**config.mk**
```make
export PLATFORM = sky130hd
export DESIGN_NAME = opu_top
export DESIGN_NICKNAME = d
export VERILOG_FILES = /design/src/rtl/opu_pkg.sv /design/src/rtl/opu_regfile.sv /design/src/rtl/opu_seq.sv /design/src/rtl/opu_top.sv
export SDC_FILE = /design/constraint.sdc
export NUM_CORES = 1
export LEC_CHECK = 0
export ABC_CLOCK_PERIOD_IN_PS = 4400
export BUFFER_PORTS_ARGS = -buffer_cell sky130_fd_sc_hd__buf_4
export CORE_MARGIN = 3
export CORE_UTILIZATION = 60
export DETAILED_ROUTE_END_ITERATION = 16
export GPL_ROUTABILITY_DRIVEN = 0
export PLACE_DENSITY = 0.78
export RECOVER_POWER = 100
export SLEW_MARGIN = 30
export SYNTH_ARGS = -nofsm -noshare
export SYNTH_HDL_FRONTEND = slang
export SYNTH_SLANG_ARGS = --single-unit
```
**constraint.sdc**
```tcl
create_clock -name clk_i -period 4.4 [get_ports clk_i]
set_input_delay 0.66 -clock clk_i [delete_from_list [all_inputs] [get_ports clk_i]]
set_output_delay 0.66 -clock clk_i [all_outputs]
set_load 0.05 [all_outputs]
```
**src/rtl/opu_pkg.sv**
```systemverilog
package opu_pkg;
  typedef enum logic [2:0] {
    M_REG  = 3'd0,
    M_IND  = 3'd1,
    M_POST = 3'd2,
    M_PRE  = 3'd3,
    M_OFS  = 3'd4,
    M_IMM  = 3'd5,
    M_ABS  = 3'd6,
    M_RSV  = 3'd7
  } mode_e;

  typedef enum logic [1:0] {
    S_IDLE = 2'd0,
    S_EXT  = 2'd1,
    S_OPND = 2'd2
  } state_e;
endpackage

```
**src/rtl/opu_regfile.sv**
```systemverilog
module opu_regfile #(
  parameter int DW = 16,
  parameter int NR = 8,
  localparam int SW = $clog2(NR)
) (
  input  logic          clk_i,
  input  logic          rst_ni,
  input  logic          we_i,
  input  logic [SW-1:0] wsel_i,
  input  logic [DW-1:0] wdata_i,
  input  logic [SW-1:0] sel_a_i,
  input  logic [SW-1:0] sel_b_i,
  input  logic [SW-1:0] sel_c_i,
  output logic [DW-1:0] rd_a_o,
  output logic [DW-1:0] rd_b_o,
  output logic [DW-1:0] rd_c_o,
  output logic [DW-1:0] rd_ip_o
);
  logic [DW-1:0] rf_q [NR];

  always_ff @(posedge clk_i or negedge rst_ni) begin
    if (!rst_ni) begin
      for (int i = 0; i < NR; i++) rf_q[i] <= '0;
    end else if (we_i) begin
      rf_q[wsel_i] <= wdata_i;
    end
  end

  assign rd_a_o  = rf_q[sel_a_i];
  assign rd_b_o  = rf_q[sel_b_i];
  assign rd_c_o  = rf_q[sel_c_i];
  assign rd_ip_o = rf_q[NR-1];
endmodule

```
**src/rtl/opu_seq.sv**
```systemverilog
module opu_seq
  import opu_pkg::*;
#(
  parameter int DW   = 16,
  parameter int STEP = 2
) (
  input  logic          clk_i,
  input  logic          rst_ni,
  input  logic          start_i,
  input  logic [5:0]    spec_i,
  input  logic [DW-1:0] reg_a_i,
  input  logic [DW-1:0] reg_b_i,
  input  logic [DW-1:0] ip_i,
  input  logic [DW-1:0] mem_rdata_i,
  input  logic          mem_ready_i,
  output logic          busy_o,
  output logic          mem_req_o,
  output logic [DW-1:0] mem_addr_o,
  output logic          done_o,
  output logic          is_reg_o,
  output logic [DW-1:0] operand_o,
  output logic [DW-1:0] ea_o,
  output logic [2:0]    sel_o,
  output logic [2:0]    mode_o,
  output logic          upd_en_o,
  output logic [2:0]    upd_sel_o,
  output logic [DW-1:0] upd_data_o
);
  localparam logic [DW-1:0] STEP_W = DW'(STEP);
  localparam logic [2:0]    IP_IDX = 3'd7;

  state_e        st_q;
  mode_e         mode_q;
  logic [2:0]    sel_q;
  logic [DW-1:0] ea_q, opnd_q, ea_out_q;
  logic          done_q, is_reg_q;
  logic [DW-1:0] base;
  logic          fin_opnd, fin_imm;

  assign busy_o     = (st_q != S_IDLE);
  assign mem_req_o  = busy_o;
  assign mem_addr_o = (st_q == S_EXT) ? ip_i : ea_q;
  // base of offset mode sees the already advanced pointer
  assign base       = (sel_q == IP_IDX) ? ip_i + STEP_W : reg_b_i;
  assign fin_opnd   = (st_q == S_OPND) && mem_ready_i;
  assign fin_imm    = (st_q == S_EXT) && mem_ready_i && (mode_q == M_IMM);

  always_comb begin
    upd_en_o   = 1'b0;
    upd_sel_o  = sel_q;
    upd_data_o = '0;
    if (fin_imm) begin
      upd_en_o   = 1'b1;
      upd_sel_o  = IP_IDX;
      upd_data_o = ip_i + STEP_W;
    end else if (fin_opnd) begin
      unique case (mode_q)
        M_POST: begin upd_en_o = 1'b1; upd_data_o = reg_b_i + STEP_W; end
        M_PRE:  begin upd_en_o = 1'b1; upd_data_o = ea_q; end
        M_OFS, M_ABS: begin
          upd_en_o   = 1'b1;
          upd_sel_o  = IP_IDX;
          upd_data_o = ip_i + STEP_W;
        end
        default: ;
      endcase
    end
  end

  always_ff @(posedge clk_i or negedge rst_ni) begin
    if (!rst_ni) begin
      st_q     <= S_IDLE;
      mode_q   <= M_REG;
      sel_q    <= '0;
      ea_q     <= '0;
      opnd_q   <= '0;
      ea_out_q <= '0;
      done_q   <= 1'b0;
      is_reg_q <= 1'b0;
    end else begin
      done_q <= 1'b0;
      unique case (st_q)
        S_IDLE: if (start_i) begin
          mode_q <= mode_e'(spec_i[5:3]);
          sel_q  <= spec_i[2:0];
          unique case (mode_e'(spec_i[5:3]))
            M_REG, M_RSV: begin
              opnd_q   <= reg_a_i;
              ea_out_q <= '0;
              is_reg_q <= 1'b1;
              done_q   <= 1'b1;
            end
            M_IND, M_POST: begin ea_q <= reg_a_i;          st_q <= S_OPND; end
            M_PRE:         begin ea_q <= reg_a_i - STEP_W; st_q <= S_OPND; end
            default:       st_q <= S_EXT;
          endcase
        end
        S_EXT: if (mem_ready_i) begin
          unique case (mode_q)
            M_IMM: begin
              opnd_q   <= mem_rdata_i;
              ea_out_q <= ip_i;
              is_reg_q <= 1'b0;
              done_q   <= 1'b1;
              st_q     <= S_IDLE;
            end
            M_ABS:   begin ea_q <= mem_rdata_i;        st_q <= S_OPND; end
            default: begin ea_q <= mem_rdata_i + base; st_q <= S_OPND; end
          endcase
        end
        S_OPND: if (mem_ready_i) begin
          opnd_q   <= mem_rdata_i;
          ea_out_q <= ea_q;
          is_reg_q <= 1'b0;
          done_q   <= 1'b1;
          st_q     <= S_IDLE;
        end
        default: st_q <= S_IDLE;
      endcase
    end
  end

  assign done_o    = done_q;
  assign is_reg_o  = is_reg_q;
  assign operand_o = opnd_q;
  assign ea_o      = ea_out_q;
  assign sel_o     = sel_q;
  assign mode_o    = mode_q;

  AST_REQ_HOLD: assert property (@(posedge clk_i) disable iff (!rst_ni)
    mem_req_o && !mem_ready_i |=> mem_req_o && $stable(mem_addr_o));
  AST_DONE_QUIET: assert property (@(posedge clk_i) disable iff (!rst_ni)
    done_o |-> !mem_req_o);
  AST_REG_FAST: assert property (@(posedge clk_i) disable iff (!rst_ni)
    start_i && !busy_o && spec_i[5:3] == 3'd0 |=> done_o && is_reg_o);
  AST_START_IGNORED: assert property (@(posedge clk_i) disable iff (!rst_ni)
    busy_o && start_i |=> $stable(mode_o) && $stable(sel_o));
endmodule

```
**src/rtl/opu_top.sv**
```systemverilog
module opu_top
  import opu_pkg::*;
#(
  parameter int DW   = 16,
  parameter int STEP = 2
) (
  input  logic          clk_i,
  input  logic          rst_ni,
  input  logic          start_i,
  input  logic [5:0]    spec_i,
  output logic          busy_o,
  output logic          done_o,
  output logic          is_reg_o,
  output logic [DW-1:0] operand_o,
  output logic [DW-1:0] ea_o,
  output logic          mem_req_o,
  output logic [DW-1:0] mem_addr_o,
  input  logic [DW-1:0] mem_rdata_i,
  input  logic          mem_ready_i,
  input  logic          rf_we_i,
  input  logic [2:0]    rf_wsel_i,
  input  logic [DW-1:0] rf_wdata_i,
  input  logic [2:0]    rf_sel_i,
  output logic [DW-1:0] rf_rdata_o
);
  localparam int            NREG   = 8;
  localparam logic [DW-1:0] STEP_W = DW'(STEP);

  logic [DW-1:0] rd_a, rd_b, rd_ip, upd_data, wdata;
  logic [2:0]    sel_q, mode_q, upd_sel, wsel;
  logic          upd_en, we;

  // unit side effects win; external writes only while idle
  assign we    = upd_en | (rf_we_i & ~busy_o);
  assign wsel  = upd_en ? upd_sel  : rf_wsel_i;
  assign wdata = upd_en ? upd_data : rf_wdata_i;

  opu_regfile #(.DW(DW), .NR(NREG)) u_rf (
    .clk_i   (clk_i),
    .rst_ni  (rst_ni),
    .we_i    (we),
    .wsel_i  (wsel),
    .wdata_i (wdata),
    .sel_a_i (spec_i[2:0]),
    .sel_b_i (sel_q),
    .sel_c_i (rf_sel_i),
    .rd_a_o  (rd_a),
    .rd_b_o  (rd_b),
    .rd_c_o  (rf_rdata_o),
    .rd_ip_o (rd_ip)
  );

  opu_seq #(.DW(DW), .STEP(STEP)) u_seq (
    .clk_i       (clk_i),
    .rst_ni      (rst_ni),
    .start_i     (start_i),
    .spec_i      (spec_i),
    .reg_a_i     (rd_a),
    .reg_b_i     (rd_b),
    .ip_i        (rd_ip),
    .mem_rdata_i (mem_rdata_i),
    .mem_ready_i (mem_ready_i),
    .busy_o      (busy_o),
    .mem_req_o   (mem_req_o),
    .mem_addr_o  (mem_addr_o),
    .done_o      (done_o),
    .is_reg_o    (is_reg_o),
    .operand_o   (operand_o),
    .ea_o        (ea_o),
    .sel_o       (sel_q),
    .mode_o      (mode_q),
    .upd_en_o    (upd_en),
    .upd_sel_o   (upd_sel),
    .upd_data_o  (upd_data)
  );

  AST_POSTINC_STEP: assert property (@(posedge clk_i) disable iff (!rst_ni)
    done_o && mode_q == M_POST |-> rd_b == ea_o + STEP_W);
  AST_PREDEC_ADDR: assert property (@(posedge clk_i) disable iff (!rst_ni)
    done_o && mode_q == M_PRE |-> rd_b == ea_o);
  AST_IMM_ADVANCE: assert property (@(posedge clk_i) disable iff (!rst_ni)
    done_o && mode_q == M_IMM |-> rd_ip == ea_o + STEP_W);
endmodule

```
==> results_dict.tcl <==
set metrics [dict create \
    synth_edf_count 0 \
    clk_path_buf_depth 2 \
    cts-buffers-inserted 17 \
    leakage_nw 6.07 \
    clkTransAtPathRegs_ns 0.08 \
    drt_pass1_iterations 8 \
    root_buffer "clkbuf_16" \
    placed_area_sq_um 14200 \
    initial_core_util_pct 61.5 \
    critPathMaxStageDelay_ns 0.72 \
    setup_ws_ns 0.421 \
    wl_per_cell_um 24.1 \
    yosys_register_bits 186 \
    gr-usage-all-layers_pct 33.9 \
    fin_area_sq_um 14400 \
    yosysUniqueCellTypes 74 \
    synth_warnings 0 \
    r2r-end "u_seq.ea_q[10]$_DFFE_PN0P_" \
    rsz0062_at_grt "false" \
    worst_slew_pin_slew_ns 2.42 \
    pwr-share-comb_pct 61.6 \
    maxSlewHeadroom_pct -61.3 \
    area_growth_pct 10.5 \
    power_frac_clock_pct 11.6 \
    path_cells "buf_4, mux4_1, mux2_2, nor2_1, a21oi_1, ha_1, a21o_1, or3_1, o21ai_0, o21ai_0, or3_1, o2111a_1, o22a_1" \
    dp_hpwl_um 28000 \
    worstHoldEndpoint "u_seq.is_reg_o$_DFFE_PN0P_" \
    globalRouteOverflowTotal 0 \
    drc 0 \
    fp.coreArea_sq_um 21200 \
    vdd_drop_max_uv 351 \
    portBuffers 116 \
    sw_frac_of_total_pct 50.4 \
    vias 11118 \
    syn_area_sq_um 13000 \
    synth_top_area_share_pct 35.8 \
    cts_hold_buf 0 \
    switchingPower_w 0.00651 \
    fillCellCount 1621 \
    avgSynthCellArea_sq_um 10.5 \
    ys_top_cells_by_area "dfrtp_1 36%, mux4_2 13%, mux2_2 8.6%, nand2_1 4.8%, mux4_1 4.0%" \
    r2r-start "u_seq.sel_o[2]$_DFFE_PN0P_" \
    cts-resized-gates 0 \
    power_frac_seq_pct 26.8 \
    synth-main-ff-cell "dfrtp_1" \
    dp_slack_ns 0.398 \
    hp-class "reg -> reg" \
    die_height_um 153 \
    async_flop_share_pct 100 \
    timing.reg2reg.setup_slack_ns 0.42 \
    grt_pass1_wl_um 62800 \
    slowest_stage "dfrtp_1" \
    io_pins 117 \
    p_int_w 0.00642 \
    die-area_sq_um 23500 \
    drt_iter0_drc 1327 \
    yosys.area.top_type "dfrtp_1" \
    crit_family "compound AO/OA/AOI/OAI gates" \
    hold_path_depth 2 \
    drv_cap 2 \
    arrival_ns 4.32 \
    ctsHtreeMaxLevel 4 \
    reg2reg_depth 13 \
    fin_skew_ns 0.0118 \
    crit_path_end_kind "flip-flop" \
    grt_pass1_vias 11159 \
    avgViaCountPerCell 6.88 \
    crit_type "reg -> reg" \
    critPathRequiredTime_ns 4.74 \
    grt_start_max_net_pins 98 \
    synth-seq-area-share_pct 35.8 \
    slew_viol_final 163 \
    p_per_area_nw_per_um2 900 \
    cts_tree "built" \
    ant_nets 0 \
    min-delay-start "u_seq.is_reg_o$_DFFE_PN0P_" \
    fin_crit_ns 3.98 \
    n_antenna_cell 0 \
    post_cts_buffers 0 \
    cp_num_buf_inv 1 \
    cp-start-kind "flip-flop" \
    cts.sinks 186 \
    die_w_um 153 \
    outcome "complete, but fails checks" \
    synth_nets 1310 \
    cp_max_fo 15 \
    finalSetupViolations 0 \
    clock_latency_ns 0.45 \
    synth_cells 1235 \
    fin_nets 1403 \
    routed_wl_um 39000 \
    tns_ns 0 \
    num_rows 53 \
    finalHoldViolCount 0 \
    max_freq_mhz 251 \
    layout-drive-gt1-share_pct 22.4 \
    antenna_found_initial 0 \
    finalCritPeriodShare_pct 90.4 \
    violations "capacitance limit, slew limit" \
]
## final cells by class
class / count / area, sq um / share of cell area, %
multi-input combinational: 933 / 7790 / 54.2
clock buffer: 21 / 470 / 3.27
sequential: 186 / 4650 / 32.4
timing repair buffer: 165 / 933 / 6.49
inverter: 25 / 93.8 / 0.653
clock inverter: 11 / 86.3 / 0.601
tap: 275 / 344 / 2.39
## cell families after synthesis
family,after synthesis,synth area share [%]
AOI/OAI and AO/OA,270,12.7
xor gates and xnor gates,43,2.89
adders and majority gates,26,2.56
buffers and inverters,116,3.92
DFF,186,35.8
muxes,240,29.5
and+or+nand+nor,354,12.6
## power groups by stage
stage	logic, W	registers (W)	clock network [W]
global placement	0.00796	0.00335	0
CTS	0.00821	0.00341	0.00150
finish	0.00796	0.00347	0.00150
floorplan	0.00590	0.00339	0
global route	0.00863	0.00355	0.00158
detailed placement	0.00813	0.00342	0
## layout by cell type (no fill, tap or decap), drive strengths merged, types with 3 or more instances in the layout
cell,count
o22ai,5
xor2,25
nor4b,3
a222oi,7
buf,82
nor3,12
nand4,14
o211ai,9
nor2,81
or3,5
a21o,5
clkbuf,104
xnor2,18
and3,7
nand2b,4
a21oi,55
o22a,3
or4,4
mux4,96
a221oi,5
a22o,17
inv,29
nor4,4
mux2i,35
dfrtp,186
nor2b,7
a211oi,11
nand3,33
a31oi,10
o31ai,3
o21ai,127
mux2,109
and4,4
nor3b,4
clkinv,6
ha,25
nand2,165
## synthesized netlist by cell type, types with 5 or more instances
cell type  instances
a31oi_1           10
nor2_1            80
nand4_1           12
or3_1              5
buf_1             12
nand3_1           33
a21o_1             5
clkbuf_1          59
nand2_1          165
o21ai_0           64
o211ai_1           9
ha_1              25
mux2i_1           31
o21ai_1           60
mux2_1            10
a22o_1            17
mux4_1            20
a211oi_1          11
a21oi_1           55
inv_1             25
nor2b_1            7
mux4_2            76
mux2_2            99
a222oi_1           7
nor3_1            10
buf_2             11
xnor2_1           18
xor2_1            25
dfrtp_1          186
and3_1             7
## worst register-to-register path, delay by kind of cell, from the launching register on
kind	cells	cell delay, ns
adders and majority gates	1	0.36
muxes	2	0.64
AOI/OAI and AO/OA	6	1.11
and+or+nand+nor	3	0.73
DFF	1	0.72
buffers and inverters	1	0.31
## how the worst max path moves through the flow
stage / from / end / slack (ns) / cells after the start
floorplan: u_seq.sel_o[2]$_DFFE_PN0P_ / u_seq.ea_q[10]$_DFFE_PN0P_ / 0.80 / 15
global placement: u_seq.sel_o[0]$_DFFE_PN0P_ / u_seq.ea_q[15]$_DFFE_PN0P_ / 0.57 / 12
detailed placement: u_seq.sel_o[0]$_DFFE_PN0P_ / u_seq.ea_q[13]$_DFFE_PN0P_ / 0.40 / 12
CTS: u_seq.sel_o[0]$_DFFE_PN0P_ / u_seq.ea_q[13]$_DFFE_PN0P_ / 0.40 / 12
global route: u_seq.sel_o[0]$_DFFE_PN0P_ / u_seq.ea_q[15]$_DFFE_PN0P_ / 0.1 / 12
finish: u_seq.sel_o[2]$_DFFE_PN0P_ / u_seq.ea_q[10]$_DFFE_PN0P_ / 0.42 / 13
## state kept, by name, summed over array words and instances, names as in the netlist
register	flops
u_seq.sel_o	3
u_seq.operand_o	16
u_seq.st_q	2
u_seq.ea_q	16
u_seq.ea_o	16
u_seq.is_reg_o	1
u_seq.done_o	1
u_rf.rf_q	112
u_seq.mode_o	3
u_rf.rd_ip_o	16
## metal layers
layer	part of all wire (%)	vias to the layer above	track usage (%)
met5	0	-	0
met4	4.6	0	15.9
met3	11	146	8.24
met2	46	764	52.4
met1	38	5389	45.7
li1	-	4819	-
## metrics by stage
step / util, % / total power [W] / hold WS [ns] / std cells
after CTS: 69.8 / 0.0131 / 0.351 / 1615
after global routing: 67.9 / 0.0138 / 0.495 / 1616
final: 67.9 / 0.0129 / 0.477 / 1616
after floorplan: - / 0.00929 / 0.364 / 1235
after global placement: 67.1 / 0.0113 / 0.462 / 1583
after detailed placement: 67.1 / 0.0116 / 0.471 / 1583
(Power assumes the default switching activity.)
